File: config.mk
export PLATFORM = sky130hd
export DESIGN_NAME = rst_seq_top
export DESIGN_NICKNAME = d
export VERILOG_FILES = /design/src/rtl/rst_seq_pkg.sv /design/src/rtl/rst_seq_sync.sv /design/src/rtl/rst_seq_mr_filt.sv /design/src/rtl/rst_seq_stretch.sv /design/src/rtl/rst_seq_top.sv
export SDC_FILE = /design/constraint.sdc
export NUM_CORES = 1
export LEC_CHECK = 0
export ABC_AREA = 1
export BUFFER_PORTS_ARGS = -buffer_cell sky130_fd_sc_hd__buf_2
export CORE_MARGIN = 8
export CORE_UTILIZATION = 40
export CTS_CLUSTER_SIZE = 25
export DETAILED_ROUTE_END_ITERATION = 8
export PLACE_DENSITY = 0.54
export SKIP_CTS_REPAIR_TIMING = 1
export SLEW_MARGIN = 20
export SYNTH_ARGS = -nofsm -noshare
export SYNTH_HDL_FRONTEND = slang
export SYNTH_SLANG_ARGS = --single-unit
File: constraint.sdc
create_clock -name clk -period 3.3 [get_ports clk]
set_input_delay 0.66 -clock clk [delete_from_list [all_inputs] [get_ports clk]]
set_output_delay 0.66 -clock clk [all_outputs]
set_load 0.02 [all_outputs]
File: src/rtl/rst_seq_pkg.sv
package rst_seq_pkg;
    typedef enum logic [1:0] {
        ST_HOLD    = 2'd0,
        ST_STRETCH = 2'd1,
        ST_RUN     = 2'd2
    } stretch_st_e;
endpackage

File: src/rtl/rst_seq_sync.sv
module rst_seq_sync #(
    parameter int unsigned W = 1,
    parameter logic [W-1:0] RST_VAL = '0
) (
    input  logic         clk,
    input  logic         rst_n,
    input  logic [W-1:0] d_async,
    output logic [W-1:0] q_sync
);
    logic [W-1:0] meta_q;

    always_ff @(posedge clk) begin
        if (!rst_n) begin
            meta_q <= RST_VAL;
            q_sync <= RST_VAL;
        end else begin
            meta_q <= d_async;
            q_sync <= meta_q;
        end
    end
endmodule

File: src/rtl/rst_seq_mr_filt.sv
module rst_seq_mr_filt #(
    parameter int unsigned FILT = 4
) (
    input  logic clk,
    input  logic rst_n,
    input  logic mr_s_n,
    output logic mr_act
);
    localparam int unsigned CW = $clog2(FILT + 1);
    localparam logic [CW-1:0] FULL = CW'(FILT);

    logic [CW-1:0] low_cnt;

    always_ff @(posedge clk) begin
        if (!rst_n)
            low_cnt <= '0;
        else if (mr_s_n)
            low_cnt <= '0;
        else if (low_cnt != FULL)
            low_cnt <= low_cnt + 1'b1;
    end

    always_comb mr_act = (low_cnt == FULL);

    // qualification only ever follows a low synchronised level
    assert_mr_qualify_R5: assert property (@(posedge clk) disable iff (!rst_n)
        $rose(mr_act) |-> $past(!mr_s_n));

    // a held press keeps the qualified state
    assert_mr_hold_R4: assert property (@(posedge clk) disable iff (!rst_n)
        (mr_act && !mr_s_n) |=> mr_act);
endmodule

File: src/rtl/rst_seq_stretch.sv
module rst_seq_stretch
    import rst_seq_pkg::*;
#(
    parameter int unsigned CNT_W = 16
) (
    input  logic             clk,
    input  logic             rst_n,
    input  logic             tick,
    input  logic             fault,
    input  logic [CNT_W-1:0] limit,
    output logic             asserted
);
    stretch_st_e      state, nxt;
    logic [CNT_W-1:0] cnt;

    always_ff @(posedge clk) begin
        if (!rst_n) state <= ST_HOLD;
        else        state <= nxt;
    end

    always_comb begin
        nxt = state;
        unique case (state)
            ST_HOLD:    nxt = fault ? ST_HOLD : ST_STRETCH;
            ST_STRETCH: begin
                if (fault)                            nxt = ST_HOLD;
                else if (tick && cnt == limit - 1'b1) nxt = ST_RUN;
                else                                  nxt = ST_STRETCH;
            end
            ST_RUN:     nxt = fault ? ST_HOLD : ST_RUN;
            default:    nxt = ST_HOLD;
        endcase
    end

    always_ff @(posedge clk) begin
        if (!rst_n)
            cnt <= '0;
        else if (state != ST_STRETCH || fault)
            cnt <= '0;
        else if (tick)
            cnt <= cnt + 1'b1;
    end

    always_comb asserted = (state != ST_RUN);

    // a present fault forces HOLD on the next cycle
    assert_fault_hold_R1: assert property (@(posedge clk) disable iff (!rst_n)
        fault |=> (state == ST_HOLD));

    // a fault during the stretch restarts the count
    assert_restart_R3: assert property (@(posedge clk) disable iff (!rst_n)
        (state == ST_STRETCH && fault) |=> (state == ST_HOLD && cnt == '0));

    // the count never reaches the limit while stretching
    assert_cnt_bound_R2: assert property (@(posedge clk) disable iff (!rst_n)
        (state == ST_STRETCH) |-> (cnt < limit));
endmodule

File: src/rtl/rst_seq_top.sv
module rst_seq_top #(
    parameter int unsigned N_SUP        = 2,
    parameter int unsigned MR_FILT      = 4,
    parameter bit          HAS_ACT_HIGH = 1'b1,
    parameter int unsigned CNT_W        = 16,
    parameter int unsigned TO_TICKS [8] = '{22, 176, 350, 700, 2800, 5600, 11200, 22400}
) (
    input  logic             clk,
    input  logic             rst_n,
    input  logic             tick,
    input  logic [N_SUP-1:0] sup_uv,
    input  logic             aux_uv,
    input  logic             mr_n,
    input  logic             wd_expire,
    input  logic [2:0]       to_sel,
    output logic             rst_out_n,
    output logic             rst_out,
    output logic             rst2_n
);
    localparam int unsigned SW = N_SUP + 2;
    localparam int unsigned NCH = 2;

    logic [SW-1:0]    flt_s;
    logic [0:0]       mr_s;
    logic             mr_act;
    logic [CNT_W-1:0] lim_tab [8];
    logic [CNT_W-1:0] limit;
    logic [NCH-1:0]   ch_fault;
    logic [NCH-1:0]   ch_asserted;
    logic             sup_any;

    rst_seq_sync #(.W(SW), .RST_VAL('0)) u_flt_sync (
        .clk(clk), .rst_n(rst_n),
        .d_async({wd_expire, aux_uv, sup_uv}),
        .q_sync(flt_s)
    );

    rst_seq_sync #(.W(1), .RST_VAL(1'b1)) u_mr_sync (
        .clk(clk), .rst_n(rst_n),
        .d_async(mr_n),
        .q_sync(mr_s)
    );

    rst_seq_mr_filt #(.FILT(MR_FILT)) u_mr_filt (
        .clk(clk), .rst_n(rst_n),
        .mr_s_n(mr_s[0]),
        .mr_act(mr_act)
    );

    for (genvar i = 0; i < 8; i++) begin : g_lim
        assign lim_tab[i] = CNT_W'(TO_TICKS[i]);
    end
    assign limit = lim_tab[to_sel];

    assign sup_any     = |flt_s[N_SUP-1:0];
    assign ch_fault[0] = sup_any | flt_s[N_SUP] | flt_s[N_SUP+1] | mr_act;
    assign ch_fault[1] = sup_any | mr_act;

    for (genvar c = 0; c < NCH; c++) begin : g_ch
        rst_seq_stretch #(.CNT_W(CNT_W)) u_stretch (
            .clk(clk), .rst_n(rst_n), .tick(tick),
            .fault(ch_fault[c]), .limit(limit),
            .asserted(ch_asserted[c])
        );
    end

    assign rst_out_n = ~ch_asserted[0];
    assign rst2_n    = ~ch_asserted[1];

    if (HAS_ACT_HIGH) begin : g_hi
        assign rst_out = ch_asserted[0];
        // active-high output mirrors the active-low one
        assert_complement_R7: assert property (@(posedge clk) disable iff (!rst_n)
            rst_out == !rst_out_n);
    end else begin : g_no_hi
        assign rst_out = 1'b0;
    end

    // a released secondary channel stays released without supply or manual faults
    assert_sec_isolated_R6: assert property (@(posedge clk) disable iff (!rst_n)
        (rst2_n && !sup_any && !mr_act) |=> rst2_n);

    // synchronised supply fault pulls the primary reset low next cycle
    assert_sup_asserts_R1: assert property (@(posedge clk) disable iff (!rst_n)
        sup_any |=> !rst_out_n);
endmodule

==> results of run 1 <==
==> cells by family after synthesis <==
logic type / Yosys count / synth area share, %
and+or+nand+nor: 278 / 43.7
buffers and inverters: 77 / 10.7
DFF: 49 / 32.7
AOI/OAI and AO/OA: 43 / 7.52
xor gates and xnor gates: 11 / 3.21
adders and majority gates: 5 / 2.09
==> sequential cells by signal, indices dropped and copies added, names as in the netlist <==
| signal | count |
|---|---|
| u_mr_sync.meta_q | 1 |
| g_ch.u_stretch.cnt | 32 |
| u_flt_sync.meta_q | 4 |
| g_ch.u_stretch.state | 4 |
| u_flt_sync.q_sync | 4 |
| u_mr_filt.low_cnt | 3 |
| u_mr_sync.q_sync | 1 |
==> routing by layer <==
| layer | part of all wire [%] | up-vias | routed length, um |
|---|---|---|---|
| li1 | - | 1488 | - |
| met1 | 52 | 1208 | 3840 |
| met2 | 44 | 31 | 3320 |
| met3 | 2.3 | 9 | 175 |
| met4 | 1.7 | 0 | 124 |
| met5 | 0 | - | 0 |
==> power by group through the flow <==
stage / Combinational [mW] / Clock (mW) / Sequential, mW
after floorplan: 0.0999 / 0 / 0.617
after global placement: 0.126 / 0 / 0.619
after detailed placement: 0.125 / 0 / 0.619
after CTS: 0.126 / 0.383 / 0.605
after global routing: 0.144 / 0.407 / 0.607
final: 0.127 / 0.375 / 0.605
==> cells in the final DEF, fill, tap and decap left out, types with 2 or more instances in the layout <==
| master | n |
|---|---|
| a21oi_1 | 21 |
| a31oi_1 | 3 |
| and3_1 | 2 |
| buf_2 | 13 |
| clkbuf_8 | 6 |
| dfxtp_1 | 49 |
| ha_1 | 5 |
| inv_1 | 65 |
| inv_2 | 3 |
| inv_4 | 2 |
| nand2_1 | 121 |
| nand2_2 | 6 |
| nand2_4 | 2 |
| nand3_1 | 37 |
| nand3_2 | 5 |
| nand3b_1 | 2 |
| nand4_1 | 9 |
| nor2_1 | 68 |
| nor2_2 | 3 |
| nor2_4 | 3 |
| nor3_1 | 7 |
| nor3_4 | 2 |
| o21ai_0 | 14 |
| o21ai_1 | 3 |
| or2_2 | 4 |
| xor2_1 | 10 |
==> synthesized netlist by cell type (all sizes together) <==
cell type / n
o211ai: 1
inv: 70
a31oi: 3
nand4: 10
nand2: 129
nor3: 10
buf: 7
nand3: 42
dfxtp: 49
and3: 2
nor2: 74
or2: 4
xnor2: 1
a21oi: 22
xor2: 10
and2: 1
ha: 5
nor3b: 1
nand3b: 2
nor4: 3
o21ai: 17
==> per-stage QoR <==
stage / cells / util (%) / setup WS, ps / cell area, sq um
after floorplan: 463 / - / 1120 / 3000
after global placement: 568 / 43.2 / 843 / 3130
after detailed placement: 568 / 43.2 / 817 / 3130
after CTS: 575 / 44.4 / 1140 / 3220
after global routing: 575 / 44.4 / 874 / 3220
final: 575 / 44.4 / 1140 / 3220
==> worst max-delay path by stage <==
stage          startpoint                          to  slack [ps]  depth (start not counted)
4_1_cts         to_sel[2]  g_ch[0].u_stretch.state[0]        1140                         15
3_5_place_dp    to_sel[2]  g_ch[0].u_stretch.state[0]         820                         15
6_report        to_sel[2]  g_ch[0].u_stretch.state[0]        1140                         15
2_1_floorplan   to_sel[2]  g_ch[0].u_stretch.state[0]        1120                         16
3_3_place_gp    to_sel[2]  g_ch[0].u_stretch.state[0]         840                         15
5_1_grt         to_sel[2]  g_ch[0].u_stretch.state[0]         870                         15
==> critical path, stage by stage <==
cell	delay [ps]
buf_2	180
inv_4	120
nand2_2	180
ha_1	420
inv_1	50
nand2_1	60
nand2_1	40
nor2_1	150
nand2_1	70
nor2_1	90
nand2_1	50
nor2_1	90
nand4_1	90
nand2_1	70
inv_1	40
==> area by class of cell <==
| type | count | area, sq um |
|---|---|---|
| timing repair buffer | 13 | 65.1 |
| tap | 99 | 124 |
| fill | 787 | 4040 |
| sequential | 49 | 981 |
| inverter | 70 | 268 |
| multi-input combinational | 337 | 1690 |
| clock buffer | 7 | 86.3 |
==> flow_summary.ini, run 1 <==
[sta]
finalClockSkew_ps = 4.07
relSlewSlack_pct = 68.7
hold_viol = 0
min_period_ps = 2160
whs_ps = 420
setup_viol = 0
maxSlewViolCount = 0
fmax_ghz = 0.462
worstMarginPinSlew_ps = 466
rsz0062_at_grt = no
setup_tns_ps = 0
fin_crit_sh_pct = 65.6

[die]
core-area_sq_mm = 0.00725
floorplan.die_area_sq_mm = 0.0105
start_util_pct = 41.3
io_pins = 14
dieHeight_um = 103
core.rowCount = 31
die_w_um = 103

[flow_run]
max_cap_violations = 0

[route]
drtAntennaViolNets = 0
vias_per_cell = 4.76
drtIter0Drc = 163
drc = 0
vias = 2736
wl_um = 7460
first_pass_iters = 4
routedWlPerCell_um = 13.0

[power_and_ir_drop]
p_leak_nw = 1.41
ir_worst_vdd_uv = 151
powerDensity_mw_per_mm2 = 344
internal-power_mw = 0.807
swShare_pct = 27.1
p_total_mw = 1.11
clockPowerShare_pct = 33.9
p_comb_share_pct = 11.5
switchingPower_mw = 0.300
p_seq_share_pct = 54.7

[logic_synthesis]
syn-num-nets = 479
syn-mean-instance-area_sq_um = 6.47
synth.area.top_cells = dfxtp_1 (33%), nand2_1 (15%), nor2_1 (8.5%), inv_1 (8.1%), nand3_1 (6.2%)
synth_cells = 463
synth.cell_area_sq_mm = 0.00300
ys_ff_latch = 49
synth_area_leader_cell = dfxtp_1
synth_cell_types = 37
seq_area_frac_synth_pct = 32.7
synth_top_area_share_pct = 32.7
yosys_warnings = 0

[global_route]
met2_usage_pct = 24.1
busiest_layer = met2
use_met3_pct = 2.43
grt_use_met1_pct = 20.1
grtUsageTotal_pct = 15.1
grt_pass1_vias = 2591
antenna_found_initial = 0
grt_pass1_wl_um = 12600
grt_start_max_net_pins = 15
gr-total-overflow = 0

[placement]
port_buffers = 13
place.gp.congestion = 0.916
dpl.hpwl_um = 5870

[cells_and_area]
final_nets = 492
n_antenna_cell = 0
area.growth.synth_to_final_pct = 7.39
post_route_cells_drive_above_1_share_pct = 11.3

[setup_path]
rrSetupSlack_ps = 1270
r2r-end = g_ch[1].u_stretch.cnt[15]
path_max_fanout = 14
crit_required_ps = 3510
reg2regPathDepth = 9
critical_path_class = in2reg
critPathArrivalTime_ps = 2380
start_kind = input port
end_kind = flip-flop
timing.rr.start = u_mr_filt.low_cnt[0]

[worst_hold_path]
hold_depth = 1
hold_path_class = reg2reg
hold_end = u_mr_sync.q_sync
hold_start = u_mr_sync.meta_q

[clock_tree]
cts_tree = built
cts_buffer_depth = 2
clkSlewWorstSetupHoldPaths_ps = 90
htreeDepth = 2
clockRootBuffer = clkbuf_8
clk-insertion-delay-late_ps = 300
cts_sinks = 49
cts_buffers = 5

[outcome]
status = complete, no violations
No activity file was read; power rests on OpenSTA's default activity.
==> run 2: changes to the inputs <==
Settings changed: ABC_AREA 1 to 0.
Clock period 3.3 ns to 2 ns, I/O delays scaled along.
==> run 2 against run 1 <==
Hold slack worse by 140 ps. Largest cell class unchanged. Critical path type unchanged. Sequential share of layout area is 0.057 points higher. Routed wire length is 16% lower. Combinational power is 78% higher. Synthesized area is 8.4% lower. Cell count is 23% lower. Cell area is 0.19% higher. Critical path depth is 7 lower.
==> flow_summary.ini, run 2 <==
[outcome]
status = complete, no violations

[worst_hold_path]
hold_path_class = in2reg
hold_depth = 2
hold_end = u_mr_sync.meta_q
hold_start = mr_n

[global_route]
grt_start_max_net_pins = 21
antenna_found_initial = 0
grt_pass1_vias = 2272
grtUsageTotal_pct = 13.5
gr-total-overflow = 0
grt_pass1_wl_um = 10900

[logic_synthesis]
yosys_warnings = 0
ys_ff_latch = 49
synth_most_common_cell = dfxtp_1
synth_cell_types = 65
synth_area_leader_cell = dfxtp_1
syn-num-nets = 344
synth_common_cells = dfxtp_1 (49), nor2_1 (39), nand2_1 (25)
synth_cells = 328
seq_area_frac_synth_pct = 35.7
synth.cell_area_sq_mm = 0.00275
synthArstFlopShare_pct = 0
synth-edff-count = 0
syn-mean-instance-area_sq_um = 8.37
ys.flop_type = dfxtp_1
synth_top_area_share_pct = 35.7
synth.area.top_cells = dfxtp_1 (36%), xor2_1 (6.4%), nor2_1 (5.3%), xnor2_1 (4.1%), nand2_1 (3.4%)

[route]
vias = 2388
drc = 0
routedWlPerCell_um = 14.1
drtIter0Drc = 157
drtAntennaViolNets = 0
first_pass_iters = 4
vias_per_cell = 5.37
wl_um = 6290

[flow_run]
max_cap_violations = 0

[setup_path]
end_kind = flip-flop
rrSetupSlack_ps = 130
critical_path_class = in2reg
crit_required_ps = 2200
max_stage_delay_ps = 360
crit_path_cell_trace = buf_2, or2_4, ha_2, xnor2_1, a2111o_1, a311oi_1, o2111ai_1, o21a_1
cp-startpoint = to_sel[2]
path_max_fanout = 3
crit_family = compound AO/OA/AOI/OAI gates
cp_num_buf_inv = 1
reg2regPathDepth = 7
start_kind = input port
crit_slowest_cell = ha_2
critPathArrivalTime_ps = 2160
r2r-end = g_ch[0].u_stretch.state[1]
timing.rr.start = u_mr_filt.low_cnt[0]

[clock_tree]
htreeDepth = 2
clockRootBuffer = clkbuf_8
cts_buffers = 5
cts_buffer_depth = 2
clk-insertion-delay-late_ps = 300
cts_sinks = 49
cts_tree = built
clkSlewWorstSetupHoldPaths_ps = 80

[power_and_ir_drop]
internal-power_mw = 1.35
p_leak_nw = 1.21
ir_worst_vdd_uv = 395
p_total_mw = 1.79
powerDensity_mw_per_mm2 = 555
p_comb_share_pct = 12.6
p_seq_share_pct = 55.7
swShare_pct = 24.6
clockPowerShare_pct = 31.6
switchingPower_mw = 0.441

[sta]
finalClockSkew_ps = 7.59
rsz0062_at_grt = yes
worstMarginPinSlew_ps = 450
maxSlewViolCount = 0
relSlewSlack_pct = 69.5
hold_viol = 0
setup_tns_ps = 0
min_period_ps = 1960
fmax_ghz = 0.510
setup_viol = 0
fin_crit_sh_pct = 98.1

[cells_and_area]
multi_input_area_sq_mm = 0.00167
n_antenna_cell = 0
fill_cells = 636
fin_area_sq_mm = 0.00322
finalCoreUtilization_pct = 48.0
regArea_sq_um = 985
post_route_cells_drive_above_1_share_pct = 21.1
largest_reg_flops = 32
final_common_cell = dfxtp_1
final_nets = 380
final_cell_mix = dfxtp_1 (46), nor2_1 (39), buf_4 (34)
top_register = g_ch.u_stretch.cnt
layoutNonFillerInstCount = 445
area.growth.synth_to_final_pct = 17.5

[die]
core.rowCount = 30
core-area_sq_mm = 0.00672
dieHeight_um = 98.8
io_pins = 14
floorplan.die_area_sq_mm = 0.00977
die_w_um = 98.8
start_util_pct = 40.9

[placement]
dp.cells = 437
port_buffers = 13
place.gp.congestion = 0.883
placed_area_sq_mm = 0.00312
dpl.hpwl_um = 4770
-- run 2: changes by cell type in the layout (fill, tap and decap cells not counted), sizes merged, moves of 10 or more --
cell and change:
nand2 -103, inv -57, buf +35, nor2 -35
nand3 -30, xnor2 +12, a21oi -10, xor2 +10
-- run 2: layout make-up --
class / instances / share of cell area [%]
flip-flops and latches: 49 / 30.5
clock buffers: 7 / 2.37
multi-input cells: 247 / 51.7
repair buffers: 48 / 10.6
inverters: 13 / 1.51
well taps: 80 / 3.10
clock inverters: 1 / 0.233
-- run 2: worst max-delay path by stage --
stage | end | depth (start not counted)
floorplan | g_ch[0].u_stretch.state[0] | 10
global placement | g_ch[0].u_stretch.state[0] | 8
detailed placement | g_ch[0].u_stretch.state[0] | 8
CTS | g_ch[0].u_stretch.state[1] | 7
global route | g_ch[0].u_stretch.state[1] | 7
finish | g_ch[0].u_stretch.state[0] | 8
-- run 2: routing by layer --
layer / routed length (um) / GRT usage, % / vias to the layer above
met3: 286 / 2.54 / 7
met5: 0 / 0 / -
met1: 3230 / 18.5 / 1115
met4: 87 / 4.60 / 0
li1: - / - / 1215
met2: 2690 / 20.4 / 51
-- run 2: power groups by stage --
stage	sequential, mW	combinational (mW)	clock, mW
finish	0.997	0.226	0.566
CTS	0.997	0.224	0.598
global placement	1.02	0.223	0
detailed placement	1.02	0.223	0
floorplan	1.02	0.150	0
global route	0.999	0.247	0.637
-- run 2: kinds of logic after synthesis --
| family | count (synthesis) | synth area share [%] |
|---|---|---|
| and+or+nand+nor | 150 | 29.9 |
| AOI/OAI and AO/OA | 54 | 14.2 |
| DFF | 49 | 35.7 |
| xor gates and xnor gates | 33 | 10.5 |
| buffers and inverters | 32 | 5.51 |
| muxes | 5 | 1.87 |
| adders and majority gates | 5 | 2.28 |
-- run 2: per-stage QoR --
stage	hold WS [ps]	setup WS [ps]
6_report	275	37.9
5_1_grt	270	-5.70
3_3_place_gp	396	-199
2_1_floorplan	386	-125
4_1_cts	263	-26.7
3_5_place_dp	406	-256
-- run 2: worst register-to-register path: stages, from the launching register on --
cell	delay, ps
dfxtp_2	330
inv_1	40
ha_1	200
a211o_1	320
nor4_4	190
nand2_2	80
or4b_1	520
o21ai_1	130
==> run 3: changes to the inputs <==
Settings changed: SETUP_SLACK_MARGIN set to 0.2.
==> run 3 against run 2 <==
Total power grew 3.1%. Highest routed layer unchanged. Critical endpoint unchanged. Clock skew shrank 2.3 ps. Sequential share of layout area shrank 0.65 points. Flip-flop and latch count is the same. Routed wire length grew 0.64%. Cell count shrank 0.45%. Largest power group unchanged. Register-to-register slack gained 70 ps.
==> flow_summary.ini, run 3 (synthesized netlist as in run 2, its figures left out) <==
[outcome]
status = complete, no violations

[placement]
place.gp.congestion = 0.867
port_buffers = 13
place_ws_ps = -262
dpl.hpwl_um = 4680
dp.cells = 433
placed_area_sq_mm = 0.00310

[clock_tree]
cts_sinks = 49
clk-insertion-delay-late_ps = 300
cts_buffers = 5
clkSlewWorstSetupHoldPaths_ps = 90
cts_buffer_depth = 2
htreeDepth = 2
clockRootBuffer = clkbuf_8
cts_tree = built

[power_and_ir_drop]
powerDensity_mw_per_mm2 = 559
p_leak_nw = 1.23
ir_worst_vdd_uv = 445
p_total_mw = 1.84

[setup_path]
critical_path_class = in2reg
max_stage_delay_ps = 290
end_kind = flip-flop
start_kind = input port
crit_slowest_cell = a2111o_1
crit_required_ps = 2200
crit_path_cell_trace = buf_8, or2_4, ha_4, xnor2_2, a2111o_1, a311oi_2, o2111ai_2, o21a_1
critPathArrivalTime_ps = 2110
cp_num_buf_inv = 1
crit_family = compound AO/OA/AOI/OAI gates
path_max_fanout = 4

[global_route]
grt_pass1_vias = 2182
gr-total-overflow = 0
grt_pass1_wl_um = 10500
grtUsageTotal_pct = 13.0
grt_start_max_net_pins = 26
antenna_found_initial = 0

[cells_and_area]
post_route_cells_drive_above_1_share_pct = 23.7
n_antenna_cell = 0
largest_reg_flops = 32
layoutNonFillerInstCount = 443
fin_area_sq_mm = 0.00330
final_common_cell = dfxtp_1
final_cell_mix = dfxtp_1 (45), nor2_1 (38), buf_4 (33)
multi_input_area_sq_mm = 0.00172
area.growth.synth_to_final_pct = 20.1
top_register = g_ch.u_stretch.cnt
regArea_sq_um = 986
fill_cells = 649
final_nets = 379

[sta]
relSlewSlack_pct = 70.1
timing.final.ws_setup_ps = 95.3
setup_viol = 0
finalClockSkew_ps = 5.29
min_period_ps = 1900
hold_viol = 0
rsz0062_at_grt = yes
fin_crit_sh_pct = 95.2
fmax_ghz = 0.525
worstMarginPinSlew_ps = 442
maxSlewViolCount = 0

[route]
highest_layer = met4
wirelength_met1_um = 3430
wl_um = 6330
drtAntennaViolNets = 0
vias_per_cell = 5.33
met3_length_um = 168
first_pass_iters = 4
routedWlPerCell_um = 14.3
drc = 0
met2_length_um = 2660
vias = 2360
drtIter0Drc = 141

[die]
io_pins = 14
dieHeight_um = 98.8
core-area_sq_mm = 0.00672
start_util_pct = 40.9
die_w_um = 98.8
core.rowCount = 30
floorplan.die_area_sq_mm = 0.00977

[worst_hold_path]
hold_path_class = in2reg

[flow_run]
max_cap_violations = 0
-- run 3: cell types whose count changed in the layout (fill, tap and decap cells not counted), moves of 2 or more --
| cell | previous run | this run |
|---|---|---|
| buf_2 | 13 | 11 |
| clkbuf_1 | 2 | 0 |
| ha_4 | 0 | 2 |
| inv_1 | 11 | 9 |
| inv_2 | 2 | 4 |
-- run 3: cell type report --
type | count | share of cell area [%]
Clock buffer | 6 | 2.50
Multi-Input combinational cell | 247 | 52.3
Tap cell | 80 | 3.03
Inverter | 13 | 1.48
Sequential cell | 49 | 29.9
Clock inverter | 1 | 0.228
Timing Repair Buffer | 47 | 10.6
-- run 3: worst paths after layout --
kind	startpoint	endpoint	slack [ps]	depth (start not counted)
max	to_sel[0]	g_ch[0].u_stretch.state[0]	100	8
min	mr_n	u_mr_sync.meta_q	280	2
max reg2reg	u_mr_filt.low_cnt[1]	g_ch[0].u_stretch.state[1]	200	7
min reg2reg	u_mr_sync.meta_q	u_mr_sync.q_sync	420	1
-- run 3: through the flow --
step | hold WS (ps) | TNS [ps] | utilization (%)
finish | 277 | 0 | 49.1
global route | 273 | 0 | 49.1
CTS | 272 | 0 | 47.5
detailed placement | 401 | -892 | 46.1
global placement | 402 | -763 | 46.1
floorplan | 386 | -408 | -
-- run 3: where the power goes --
part	switching [mW]	leakage, nW	internal, mW
logic	0.120	0.784	0.118
clock network	0.335	0.0433	0.274
registers	0.00765	0.400	0.990
-- run 3: layer usage --
metal | vias up | GRT usage [%]
met3 | 8 | 2.26
met2 | 35 | 19.6
li1 | 1210 | -
met4 | 0 | 3.78
met1 | 1107 | 18.2
met5 | - | 0
